<file path="src/rtl/remap_pkg.sv">
// Shared constants, entry layout and decoded slot layout for the register
// remap key-value decoder. Assumes 16 entries and 32 registers per file.
package remap_pkg;
    localparam int NUM_ENTRIES = 16;
    localparam int NUM_REGS    = 32;
    localparam int REG_W       = $clog2(NUM_REGS);
    localparam int IDX_W       = $clog2(NUM_ENTRIES);
    localparam int WID_W       = 2;
    localparam int ENTRY_W     = 1 + REG_W + REG_W + WID_W + 3;

    // Width codes
    localparam logic [WID_W-1:0] WID_DEFAULT = 2'd0;
    localparam logic [WID_W-1:0] WID_HALF    = 2'd1;
    localparam logic [WID_W-1:0] WID_BYTE    = 2'd2;
    localparam logic [WID_W-1:0] WID_HWORD   = 2'd3;

    // Entry word: bank[15] pk[14] is_vec[13] width[12:11] start[10:6] key[5:1] is_fp[0]
    typedef struct packed {
        logic             bank;
        logic             pk;
        logic             is_vec;
        logic [WID_W-1:0] width;
        logic [REG_W-1:0] start;
        logic [REG_W-1:0] key;
        logic             is_fp;
    } entry_t;

    typedef struct packed {
        logic             bank;
        logic             pk;
        logic             is_vec;
        logic [WID_W-1:0] width;
        logic [REG_W-1:0] start;
    } slot_t;

    // Scalar slot for register r
    function automatic slot_t scalar_slot(input logic [REG_W-1:0] r);
        slot_t s;
        s.bank   = 1'b0;
        s.pk     = 1'b0;
        s.is_vec = 1'b0;
        s.width  = WID_DEFAULT;
        s.start  = r;
        return s;
    endfunction

    // Decoded slot carried by an entry
    function automatic slot_t entry_slot(input entry_t e);
        slot_t s;
        s.bank   = e.bank;
        s.pk     = e.pk;
        s.is_vec = e.is_vec;
        s.width  = e.width;
        s.start  = e.start;
        return s;
    endfunction
endpackage

</file>
<file path="src/rtl/remap_entry_store.sv">
// Holds the sparse configuration entries. Writes land at the clock edge;
// the read port is combinational. Assumes one write per cycle at most.
module remap_entry_store
    import remap_pkg::*;
#(
    parameter int N = NUM_ENTRIES,
    localparam int IW = $clog2(N)
) (
    input  logic          clk,
    input  logic          rst_n,
    input  logic          we,
    input  logic [IW-1:0] wr_idx,
    input  entry_t        wr_entry,
    input  logic [IW-1:0] rd_idx,
    output entry_t        rd_entry
);
    entry_t entries [N];

    // Store written entries; reset clears every entry to zero
    always_ff @(posedge clk) begin
        if (!rst_n) begin
            for (int i = 0; i < N; i++) entries[i] <= '0;
        end else if (we) begin
            entries[wr_idx] <= wr_entry;
        end
    end

    // Read the entry the sequencer is applying
    assign rd_entry = entries[rd_idx];

    // a written entry is held for the ordered walk
    a_r6_entry_stored: assert property (@(posedge clk) disable iff (!rst_n)
        we |=> entries[$past(wr_idx)] == $past(wr_entry));
endmodule

</file>
<file path="src/rtl/remap_sequencer.sv">
// Walks the entries in index order after each write, one per cycle, and
// raises busy for the whole walk. A write restarts the walk at index 0.
module remap_sequencer
    import remap_pkg::*;
#(
    parameter int N = NUM_ENTRIES,
    localparam int IW = $clog2(N)
) (
    input  logic          clk,
    input  logic          rst_n,
    input  logic          we,
    output logic          busy,
    output logic [IW-1:0] step,
    output logic          apply_valid,
    output logic          apply_first
);
    localparam logic [IW-1:0] LAST = IW'(N - 1);

    // Step counter and busy flag
    always_ff @(posedge clk) begin
        if (!rst_n) begin
            busy <= 1'b0;
            step <= '0;
        end else if (we) begin
            busy <= 1'b1;
            step <= '0;
        end else if (busy) begin
            step <= step + 1'b1;
            if (step == LAST) busy <= 1'b0;
        end
    end

    // An entry is applied on every busy cycle that carries no new write
    assign apply_valid = busy && !we;
    assign apply_first = (step == '0);

    // a write always starts a fresh walk
    a_r8_write_starts: assert property (@(posedge clk) disable iff (!rst_n)
        we |=> busy && step == '0);
    // the walk ends after the last entry
    a_r8_walk_ends: assert property (@(posedge clk) disable iff (!rst_n)
        (busy && !we && step == LAST) |=> !busy);
    // busy never falls in the middle of a walk
    a_r9_no_early_drop: assert property (@(posedge clk) disable iff (!rst_n)
        (busy && step != LAST) |=> busy);
    // idle stays idle without a write
    a_r8_idle_holds: assert property (@(posedge clk) disable iff (!rst_n)
        (!busy && !we) |=> !busy);
endmodule

</file>
<file path="src/rtl/remap_decoded_table.sv">
// One dense decoded table (integer or FP, chosen by IS_FP). The first
// applied step rebuilds every slot from the scalar default, then
// overlays the entry; later steps overlay onto the current contents.
// The lookup read is combinational.
module remap_decoded_table
    import remap_pkg::*;
#(
    parameter bit IS_FP = 1'b0,
    parameter int R     = NUM_REGS,
    localparam int RW   = $clog2(R)
) (
    input  logic          clk,
    input  logic          rst_n,
    input  logic          apply_valid,
    input  logic          apply_first,
    input  entry_t        apply_entry,
    input  logic [RW-1:0] lk_reg,
    output slot_t         lk_slot
);
    slot_t slots [R];
    logic  hit;

    assign hit = (apply_entry.is_fp == IS_FP);

    // Rebuild or overlay slots during the walk
    always_ff @(posedge clk) begin
        if (!rst_n) begin
            for (int i = 0; i < R; i++) slots[i] <= scalar_slot(RW'(i));
        end else if (apply_valid) begin
            for (int i = 0; i < R; i++) begin
                if (hit && apply_entry.key == RW'(i))
                    slots[i] <= entry_slot(apply_entry);
                else if (apply_first)
                    slots[i] <= scalar_slot(RW'(i));
            end
        end
    end

    // Combinational lookup
    assign lk_slot = slots[lk_reg];

    // a matching entry lands in the slot its key names
    a_r3_key_lands: assert property (@(posedge clk) disable iff (!rst_n)
        (apply_valid && hit) |=> slots[$past(apply_entry.key)] == $past(entry_slot(apply_entry)));
    // an entry of the other type leaves this table's slot alone
    a_r2_other_type_ignored: assert property (@(posedge clk) disable iff (!rst_n)
        (apply_valid && !hit && !apply_first)
            |=> slots[$past(apply_entry.key)] == $past(slots[apply_entry.key]));
    // the first step clears a slot that the entry does not name
    a_r7_first_clears: assert property (@(posedge clk) disable iff (!rst_n)
        (apply_valid && apply_first && !(hit && apply_entry.key == lk_reg))
            |=> slots[$past(lk_reg)] == scalar_slot($past(lk_reg)));
endmodule

</file>
<file path="src/rtl/remap_kv_table.sv">
// Top of the register remap key-value decoder: entry store, ordered
// sequencer, one decoded table per register file type, and a lookup mux.
// Assumes software waits for busy low before trusting the lookup.
module remap_kv_table
    import remap_pkg::*;
(
    input  logic                   clk,
    input  logic                   rst_n,
    input  logic                   cfg_we,
    input  logic [IDX_W-1:0]       cfg_idx,
    input  logic [ENTRY_W-1:0]     cfg_wdata,
    output logic                   busy,
    input  logic                   lk_fp,
    input  logic [REG_W-1:0]       lk_reg,
    output logic [REG_W-1:0]       lk_start,
    output logic [WID_W-1:0]       lk_width,
    output logic                   lk_vec,
    output logic                   lk_packed,
    output logic                   lk_bank
);
    localparam int NUM_TYPES = 2;

    entry_t           cur_entry;
    logic [IDX_W-1:0] step;
    logic             apply_valid;
    logic             apply_first;
    slot_t            type_slot [NUM_TYPES];
    slot_t            sel;

    remap_entry_store #(.N(NUM_ENTRIES)) u_store (
        .clk(clk), .rst_n(rst_n), .we(cfg_we), .wr_idx(cfg_idx),
        .wr_entry(entry_t'(cfg_wdata)), .rd_idx(step), .rd_entry(cur_entry)
    );

    remap_sequencer #(.N(NUM_ENTRIES)) u_seq (
        .clk(clk), .rst_n(rst_n), .we(cfg_we), .busy(busy), .step(step),
        .apply_valid(apply_valid), .apply_first(apply_first)
    );

    // One decoded table per register file type
    for (genvar t = 0; t < NUM_TYPES; t++) begin : g_type
        remap_decoded_table #(.IS_FP(t[0]), .R(NUM_REGS)) u_tbl (
            .clk(clk), .rst_n(rst_n), .apply_valid(apply_valid),
            .apply_first(apply_first), .apply_entry(cur_entry),
            .lk_reg(lk_reg), .lk_slot(type_slot[t])
        );
    end

    // Select the table for the requested type
    assign sel       = type_slot[lk_fp];
    assign lk_start  = sel.start;
    assign lk_width  = sel.width;
    assign lk_vec    = sel.is_vec;
    assign lk_packed = sel.pk;
    assign lk_bank   = sel.bank;

    // leaving reset, the lookup is scalar and busy is low
    a_r1_reset_scalar: assert property (@(posedge clk)
        !rst_n |=> !busy && lk_start == $past(lk_reg) && lk_width == WID_DEFAULT
                   && !lk_vec && !lk_packed && !lk_bank);
endmodule

</file>
<file path="config.mk">
export PLATFORM = sky130hd
export DESIGN_NAME = remap_kv_table
export DESIGN_NICKNAME = d
export VERILOG_FILES = /design/src/rtl/remap_pkg.sv /design/src/rtl/remap_entry_store.sv /design/src/rtl/remap_sequencer.sv /design/src/rtl/remap_decoded_table.sv /design/src/rtl/remap_kv_table.sv
export SDC_FILE = /design/constraint.sdc
export NUM_CORES = 1
export LEC_CHECK = 0
export BUFFER_PORTS_ARGS = -buffer_cell sky130_fd_sc_hd__buf_2
export CELL_PAD_IN_SITES_DETAIL_PLACEMENT = 1
export CELL_PAD_IN_SITES_GLOBAL_PLACEMENT = 1
export CORE_MARGIN = 5
export CORE_UTILIZATION = 46
export DETAILED_ROUTE_END_ITERATION = 6
export PLACE_DENSITY_LB_ADDON = 0.12
export SYNTH_ARGS = -nofsm -noshare
export SYNTH_HDL_FRONTEND = slang
export SYNTH_HIERARCHICAL = 1
export SYNTH_SLANG_ARGS = --single-unit
</file>
<file path="constraint.sdc">
create_clock -name clk -period 3.7 [get_ports clk]
set_input_delay 0.925 -clock clk [delete_from_list [all_inputs] [get_ports clk]]
set_output_delay 0.925 -clock clk [all_outputs]
set_load 0.005 [all_outputs]
</file>
After elaboration in Yosys (flattened, before gate mapping)
Memories as Yosys holds them, arrays and structs flattened. A register that Yosys moved wholly into a read port is not among the register bits.
Cells that the tools add are included.
{"block": "classes", "muxes": 656, "n_eq_ne": 32, "reduce_logical": 70, "order_cmp": 1, "bitwise_logic": 131, "n_addsub": 1}
{"operator": "two-way mux 10 bit", "count": 131}
{"operator": "two-way mux 1 bit", "count": 521}
{"operator": "bitwise OR 1 bit", "count": 128}
{"operator": "== test 5 bit, second input constant", "count": 16}
{"operator": "logical AND 1 bit", "count": 65}
{"operator": "== test 5 x 4 -> 1 bit, second input constant", "count": 8}
{"operator": "== test 5 x 3 -> 1 bit, second input constant", "count": 4}
{"operator": "two-way mux 16 bit", "count": 1}
{"operator": "OR reduction 16 bit", "count": 1}
{"operator": "two-way mux 4 bit", "count": 3}
{"operator": "== test 5 x 2 -> 1 bit, second input constant", "count": 2}
{"operator": "== test 5 x 1 -> 1 bit, second input constant", "count": 1}
{"operator": "zero test 5 bit", "count": 1}
{"operator": "adder 4 x 1 -> 4 bit, second input constant", "count": 1}
{"operator": "== test 4 bit, second input constant", "count": 1}
{"operator": "zero test 4 bit", "count": 1}
{"operator": ">= comparator 2 bit, second input constant", "count": 1}
{"operator": "inverter 1 bit", "count": 2}
{"operator": "inverter 1 -> 2 bit", "count": 1}
{"operator": "OR reduction 2 bit", "count": 1}
{"operator": "zero test 1 bit", "count": 1}
{"block": "word_totals", "regBits": 5, "memories": 3, "in_bits": 29, "word_cells": 896, "output_inout_bits": 11, "ramBits": 896}
{"memory": "g_type[0].u_tbl.slots", "depth": 32, "word_bits": 10, "rd": 1, "rd_ports_with_merged_regs": 0, "write_ports": 32, "line_no": "remap_decoded_table.sv:20", "text": "slot_t slots [R];"}
{"memory": "g_type[1].u_tbl.slots", "depth": 32, "word_bits": 10, "rd": 1, "rd_ports_with_merged_regs": 0, "write_ports": 32, "line_no": "remap_decoded_table.sv:20"}
{"memory": "u_store.entries", "depth": 16, "word_bits": 16, "rd": 1, "rd_ports_with_merged_regs": 1, "write_ports": 16, "line_no": "remap_entry_store.sv:17", "text": "entry_t entries [N];"}

Depth between registers and ports, before layout
Gate-level depths: netlist of run 1.
{"block": "depth", "word_depth": 8, "depth_mapped": 12, "mapped_depth_nobuf": 8}

Modules after synthesis
Netlist of run 1, hierarchy kept.
{"module": "remap_decoded_table at g_type[1].u_tbl", "cells_each": 1143, "n_inst": 1, "seq_area_each_um2": 9609.2, "area_per_inst_um2": 15134.5}
{"module": "remap_decoded_table at g_type[0].u_tbl", "cells_each": 1142, "n_inst": 1, "seq_area_each_um2": 9609.2, "area_per_inst_um2": 15058.2}
{"module": "remap_entry_store", "cells_each": 722, "n_inst": 1, "seq_area_each_um2": 7687.4, "area_per_inst_um2": 11637.4}
{"module": "remap_sequencer", "cells_each": 27, "n_inst": 1, "seq_area_each_um2": 100.1, "area_per_inst_um2": 257.7}
{"module": "remap_kv_table", "cells_each": 11, "n_inst": 1, "seq_area_each_um2": 0.0, "area_per_inst_um2": 161.4}

Least setup slack after synthesis of run 1
Ideal clock, no wire load.
{"block": "synth_timing", "kind": "register to register", "from": "register u_seq.step[0]", "to": "memory g_type[0].u_tbl/slots[11][0] (netlist bit) (enable)", "t_arrival_ns": 3.172, "period_less_slack_ns": 3.562, "t_required_ns": 3.309, "path_buffers": 4, "setup_time_ns": 0.391, "slack_ns": 0.138, "stages_incl_launch_ff": 10, "cell_sequence": "dfxtp_1 buf_4 buf_2 mux4_2 a22oi_1 nand2_1 or3b_1 buf_2 clkbuf_1 o21ai_0"}
{"element": "start, declared", "line_no": "remap_sequencer.sv:13", "text": "output logic [IW-1:0] step,"}
{"element": "start signal, assigned", "line_no": "remap_sequencer.sv:28", "text": "step <= step + 1'b1;"}
{"element": "end, declared", "line_no": "remap_decoded_table.sv:20"}

==> key figures, run 1 <==
Setup path
  • Startpoint types: input port
  • Critical Path End Type: primary output
  • Worst Setup Path Type: input port to primary output
  • Crit path buffers/inverters: 6
  • Slowest cell on crit path: mux2_4
  • Critical path peak fanout: 5
  • Required time of the critical path: between 2000 and 3000 ps
  • Top Family by Delay on Critical Path: buffers and inverters
  • Worst path cell trace: buf_16, buf_16, clkbuf_16, buf_4, mux2i_1, a22o_1, nor3_1, a31oi_1, buf_4, nand3_4, mux2_4, buf_6
  • Worst Path Arrival: about 2900 ps
  • Largest stage delay, worst path: 280 ps

Logic synthesis
  • Synth Register Bits: 901
  • Synthesized area per cell: ~14 um2
  • Most frequent cell after synthesis: edfxtp_1
  • Post-synth ARST share: 0
  • Top cell type's share of synthesized area: 0.637
  • Post-synthesis xor/xnor area fraction: 0.000207
  • Top post-synthesis cells by area: edfxtp_1 (64%), and2_1 (9.0%), mux2i_1 (7.6%)
  • Seq/Total Area, Yosys: 0.639
  • Ys flop type: edfxtp_1
  • Post-synth net total: 3076
  • Area leader, netlist: edfxtp_1
  • Number of synthesized flops with an enable pin: about 900
  • Post-synthesis adder-cell area fraction: 0.000592
  • Top post-synthesis cells by count: edfxtp_1 (896), and2_1 (608), mux2i_1 (322)
  • Simple-gate share of the synthesized area: 0.171
  • Synth Cell Area: approximately 0.042 mm2
  • Syn. warnings: 6
  • Mux cell area share after synthesis: 0.114
  • Post-synth cell types: 56
  • Largest family of logic cells by synthesized area: simple AND/OR/NAND/NOR gates
  • Complex-gate fraction of the synthesized area: 0.0502
  • Syn Inst Count: slightly above 3000

CTS
  • Clock transition at the registers of the reported paths: 50 ps
  • Clock root buffer: clkbuf_16
  • # clock sinks: 901
  • CTS tree: yes
  • Cts bufs inserted: 99
  • Worst skew pair latency: between 600 and 700 ps
  • # hold bufs at CTS: 0
  • Clk buf depth: 3
  • CTS H-tree depth: 3

Routing
  • DR vias/cell: 5.77
  • Post-route ant nets: 0
  • DR iter-0 viols: ~2300
  • Wirelength per Cell: 27.6 um
  • Final WL: 126000 um
  • Remaining DRCs: 0
  • Vias: roughly 26000
  • First-pass DRT Iterations: 7

STA
  • Worst setup margin: -92.8 ps
  • Final min period: around 3800 ps
  • Worst clock skew: 23.4 ps
  • Slew of the pin with the lowest slew margin: 1010 ps
  • Final setup fails: 10
  • RSZ-0062 raised after global routing: true
  • Final-report max-slew violation count: 0
  • Hold Violations, Final: 0
  • Max Clock Freq: between 0.2 and 0.3 GHz
  • Worst relative slew slack: 0.321
  • Period Utilization, post-route: 1.03

Outcome
  • Failing checks: setup timing
  • Status: finished with violations

Global routing
  • First-pass GRT wire length: ~190000 um
  • Initial antenna violation count: 4
  • Tot GR Track Use: 0.253
  • Total congestion overflow: 0
  • Vias in the first global route: about 28000
  • Largest net degree at the start of global routing: 65

Power
  • Lkg Pwr: 18.3 nW
  • P per Cell Area: 490 mW/mm2
  • VDD IR-drop max: 0.000340 V

Layout
  • Fraction of layout cells with a size suffix above 1: 0.231
  • Finished Layout Cells: 4569
  • Design area: 0.0502 mm2
  • Final nets: between 3000 and 4000
  • Area grow syn2layout: 18.8%
  • Fill count: 8795

Min path
  • Type of the worst min-delay path: flip-flop to flip-flop

Floorplan
  • Die ar.: about 0.098 mm2
  • DIE WIDTH: between 300 and 400 um
  • Die Y: 313 um
  • IO Pins: 40
  • Cell Rows: 111
  • Core box area: a little over 0.09 mm2
  • Starting Density: 0.462

Place
  • Placer Congestion: 0.847
  • # port buffers: 39
  • DP Worst Slack: -512 ps
  • Placed cells: 4366
  • Placement-stage cell area: roughly 0.046 mm2
  • Hpwl dp: 81500 um

Job
  • Max cap viols: 0
kinds of logic (layout without fill, tap and decap cells):
| group | Yosys count | count (layout) |
|---|---|---|
| compound gates | 317 | 317 |
| buf+inv | 236 | 571 |
| fa+ha+maj | 2 | 2 |
| flops | 901 | 901 |
| other cells | 0 | 3 |
| simple gates | 1192 | 1192 |
| xor+xnor | 1 | 1 |
| mux | 396 | 396 |
power breakdown:
part           total [mW]  internal (mW)  switching, mW  leakage [nW]
Clock                9.73           5.66           4.06          1.57
Sequential           12.1           11.9          0.205          8.80
Combinational        2.73           1.06           1.67          7.95
Total                24.6           18.6           5.94          18.3
area by class of cell:
class	instances	area, um2	area share
sequential	901	27000	0.538
multi-input combinational	1908	14800	0.294
timing repair buffer	383	3710	0.0739
clock buffer	121	2620	0.0523
tap	1186	1480	0.0296
clock inverter	62	557	0.0111
inverter	5	18.8	0.000374
antenna	3	7.51	0.000150
final timing paths:
| check | slack (ps) | start | to | cells after the start |
|---|---|---|---|---|
| worst max-delay path | -90 | lk_reg[1] | lk_width[1] | 12 |
| worst min-delay path | 610 | u_seq/step[3] | u_seq/busy | 1 |
| worst max register to register | 170 | u_seq/step[2] | g_type[0].u_tbl/slots[31][2] | 11 |
| worst min register to register | 610 | u_seq/step[3] | u_seq/busy | 1 |
registers in the layout (all words and copies together), names as in the netlist:
signal,cells
u_seq/busy,1
g_type.u_tbl/slots,640
u_store/entries,256
u_seq/step,4
per-layer routing:
| layer | share of wire | up-vias | track usage | wire (um) |
|---|---|---|---|---|
| met4 | 0.030 | 0 | 0.0781 | 3740 |
| met2 | 0.49 | 746 | 0.431 | 62100 |
| met1 | 0.43 | 13700 | 0.339 | 53700 |
| li1 | - | 11700 | - | - |
| met5 | 0 | - | 0 | 0 |
| met3 | 0.053 | 190 | 0.0376 | 6680 |
metrics by stage:
stage | utilization | hold WS (ps) | TNS [ps] | power, mW
2_1_floorplan | - | 512 | 0 | 13.6
3_3_place_gp | 0.503 | 565 | -2620 | 14.8
3_5_place_dp | 0.503 | 605 | -2980 | 14.9
4_1_cts | 0.543 | 617 | -145 | 24.7
5_1_grt | 0.549 | 656 | -1050 | 25.5
6_report | 0.549 | 609 | -521 | 24.6
what timing repair did:
action / CTS / global route
gates resized for setup: 85 / 57
setup endpoints to repair: 10 / 17
gates cloned: 3 / 4
setup buffers: 5 / 15
pin swaps: 23 / 17
layout by cell type, fill, tap and decap left out, types with 6 or more instances in the layout:
cell type / synthesis / final
bufinv_16: 0 / 9
buf_2: 50 / 32
a22oi_1: 112 / 107
nand4_1: 23 / 23
o21ai_0: 77 / 64
nor3_1: 20 / 11
clkbuf_16: 0 / 105
buf_6: 4 / 21
mux2i_2: 0 / 21
or2_2: 51 / 51
nand2_1: 78 / 68
nand2b_1: 56 / 56
or3_1: 69 / 69
mux4_2: 64 / 64
nor2_2: 14 / 14
a31oi_2: 4 / 7
mux2i_4: 0 / 10
nor2b_1: 144 / 140
clkinv_2: 0 / 26
mux2_4: 10 / 10
a22o_1: 40 / 40
nor3_2: 2 / 7
buf_16: 0 / 7
and2_1: 608 / 609
mux2i_1: 322 / 291
a31oi_1: 30 / 20
buf_4: 18 / 269
buf_12: 0 / 45
a31oi_4: 0 / 7
nor2_1: 47 / 45
a21oi_1: 41 / 41
nor3_4: 2 / 6
o21ai_1: 6 / 19
clkbuf_1: 130 / 19
nand2_2: 0 / 10
nand3_1: 53 / 37
nand3_2: 0 / 12
clkinv_1: 0 / 19
edfxtp_1: 896 / 896
Note: power is estimated with default switching activity, not from simulation.
==> run 2: changes to the inputs <==
Settings changed: RECOVER_POWER set to 100.
==> key figures, run 2 (synthesized netlist as in run 1, its figures left out) <==
Floorplan
  • Starting Density: 0.462 (unchanged)
  • Cell Rows: 111 (unchanged)
  • Die Y: 313 um (unchanged)
  • Core box area: 0.0914 mm2 (unchanged)
  • IO Pins: 40 (unchanged)
  • Die ar.: 0.0980 mm2 (unchanged)
  • DIE WIDTH: 313 um (unchanged)

STA
  • Worst setup margin: -102 ps (-9.36 ps)
  • Final min period: 3800 ps (+9.36 ps)
  • Worst relative slew slack: 0.123 (-0.198)
  • Period Utilization, post-route: 1.03 (+0.00253)
  • Worst clock skew: 24.1 ps (+0.748 ps)
  • Final setup fails: 10 (unchanged)
  • RSZ-0062 raised after global routing: true
  • Hold Violations, Final: 0 (unchanged)
  • Hold Slack: 610 ps (+0.755 ps)
  • Final-report max-slew violation count: 0 (unchanged)
  • Max Clock Freq: 0.263 GHz (-0.25%)
  • Slew of the pin with the lowest slew margin: 1320 ps (+304 ps)

Setup path
  • Reg-to-reg startpoint: u_seq/step[0]
  • Worst r2r path cells: 13 (+2)
  • Top Family by Delay on Critical Path: buffers and inverters
  • Worst path cell trace: buf_16, buf_16, clkbuf_16, buf_4, mux2i_1, a22o_1, nor3_1, a31oi_1, buf_4, nand3_4, mux2_4, buf_6
  • Crit path buffers/inverters: 6 (unchanged)
  • Worst Setup Path Type: input port to primary output
  • Worst reg2reg setup slack: 60 ps (-110 ps)
  • Slowest cell on crit path: mux2_4
  • Reg2reg end: g_type[0].u_tbl/slots[29][9]
  • Worst Path Arrival: 2880 ps (about the same)
  • Required time of the critical path: 2770 ps (about the same)
  • Startpoint types: input port
  • Critical path peak fanout: 5 (unchanged)
  • Largest stage delay, worst path: 280 ps (about the same)
  • Critical Path End Type: primary output

Global routing
  • Largest net degree at the start of global routing: 65 (unchanged)
  • Initial antenna violation count: 5 (+1)
  • First-pass GRT wire length: 186000 um (unchanged)
  • Vias in the first global route: 28300 (unchanged)
  • Total congestion overflow: 0 (unchanged)
  • Tot GR Track Use: 0.253 (unchanged)

Routing
  • Wirelength per Cell: 27.7 um (+0.17%)
  • DR iter-0 viols: 2261 (-0.31%)
  • DR vias/cell: 5.79 (+0.31%)
  • First-pass DRT Iterations: 7 (unchanged)
  • Final WL: 126000 um (+0.17%)
  • Post-route ant nets: 0 (unchanged)
  • Remaining DRCs: 0 (unchanged)
  • Vias: 26500 (+0.31%)

Min path
  • Hold path cells: 1 (unchanged)
  • Hold-critical path endpoint: u_seq/busy
  • Hold path start: u_seq/step[3]
  • Type of the worst min-delay path: flip-flop to flip-flop

Place
  • DP Worst Slack: -512 ps (unchanged)
  • Hpwl dp: 81500 um (unchanged)
  • Placement-stage cell area: 0.0460 mm2 (unchanged)
  • Placed cells: 4366 (unchanged)
  • # port buffers: 39 (unchanged)
  • Placer Congestion: 0.847 (unchanged)

Layout
  • Area grow syn2layout: 17.5%
  • Commonest non-fill, non-tap cell in the layout: edfxtp_1
  • Most frequent cells in the layout: edfxtp_1 (896), and2_0 (307), and2_1 (302)
  • Design area: 0.0497 mm2 (-1.1%)
  • Final nets: 3329 (unchanged)
  • Most flops, register: g_type.u_tbl/slots
  • Register Area: 0.0270 mm2 (about the same)
  • Biggest regs: g_type.u_tbl/slots: 640 flops, u_store/entries: 256 flops, u_seq/step: 4 flops
  • Finished Layout Cells: 4569 (unchanged)
  • Footprint of the multi-input gates: 0.0146 mm2 (-0.97%)
  • Max reg flops: 640 (unchanged)
  • Fraction of layout cells with a size suffix above 1: 0.212 (-0.0186)
  • Fill count: 8846 (+0.58%)

Outcome
  • Failing checks: setup timing
  • Status: finished with violations

CTS
  • Cts bufs inserted: 99 (unchanged)
  • CTS tree: yes
  • CTS H-tree depth: 3 (unchanged)
  • Clock transition at the registers of the reported paths: 50 ps (about the same)
  • Clk buf depth: 3 (unchanged)
  • # clock sinks: 901 (unchanged)
  • Worst skew pair latency: 680 ps (about the same)
  • Clock root buffer: clkbuf_16
  • # hold bufs at CTS: 0 (unchanged)

Power
  • Lkg Pwr: 17.7 nW (-3.2%)
  • Total power: 24.5 mW (-0.32%)
  • VDD IR-drop max: 0.000339 V (-0.18%)
  • P per Cell Area: 493 mW/mm2 (+0.75%)

Job
  • Max cap viols: 0 (unchanged)
-- run 2: how the worst max path moves through the flow --
| stage | cells after the start | end | slack, ps | startpoint |
|---|---|---|---|---|
| finish | 12 | lk_width[1] | -100 | lk_reg[1] |
| global route | 12 | lk_width[1] | -220 | lk_reg[1] |
| CTS | 11 | lk_width[0] | -20 | lk_reg[1] |
| detailed placement | 12 | lk_packed | -510 | lk_reg[1] |
| global placement | 12 | lk_vec | -510 | lk_reg[1] |
| floorplan | 9 | g_type[0].u_tbl/slots[11][0] | 140 | u_seq/step[0] |
-- run 2: where the power goes --
group / switching [mW] / internal [mW]
combinational: 1.67 / 0.991
clock: 4.05 / 5.66
sequential: 0.206 / 11.9
total: 5.93 / 18.6
-- run 2: worst reg2reg max path, stage by stage (launching register included) --
cell and delay (ps):
dfxtp_1 430, buf_12 200, buf_4 250, mux4_2 530
a22oi_1 220, nand2_1 100, buf_4 180, buf_12 160
and2b_1 260, nand3_1 130, clkbuf_1 290, o21ai_0 180
clkbuf_2 240, and2_1 210
-- run 2: layer usage --
layer / global-route usage / part of all wire / routed length, um / vias to the layer above
li1: - / - / - / 11700
met1: 0.339 / 0.42 / 53100 / 13700
met2: 0.431 / 0.49 / 62400 / 798
met3: 0.0376 / 0.058 / 7330 / 196
met4: 0.0781 / 0.029 / 3620 / 0
met5: 0 / 0 / 0 / -
-- run 2: metrics by stage --
stage	setup TNS [ps]	util
floorplan	0	-
global placement	-2620	0.503
detailed placement	-2980	0.503
CTS	-145	0.543
global route	-5780	0.543
finish	-673	0.543
-- run 2: cell type report --
type	instances	area share
Clock inverter	62	0.0112
Tap cell	1186	0.0299
Antenna cell	3	0.000151
Clock buffer	121	0.0528
Sequential cell	901	0.544
Inverter	5	0.000378
Multi-Input combinational cell	1908	0.295
Timing Repair Buffer	383	0.0669
-- run 2: timing repair --
item,CTS,global route
cloned,3,4
buffers inserted,5,15
endpoints found under the setup margin,10,17
pin swaps,23,17
gates resized for setup,85,57
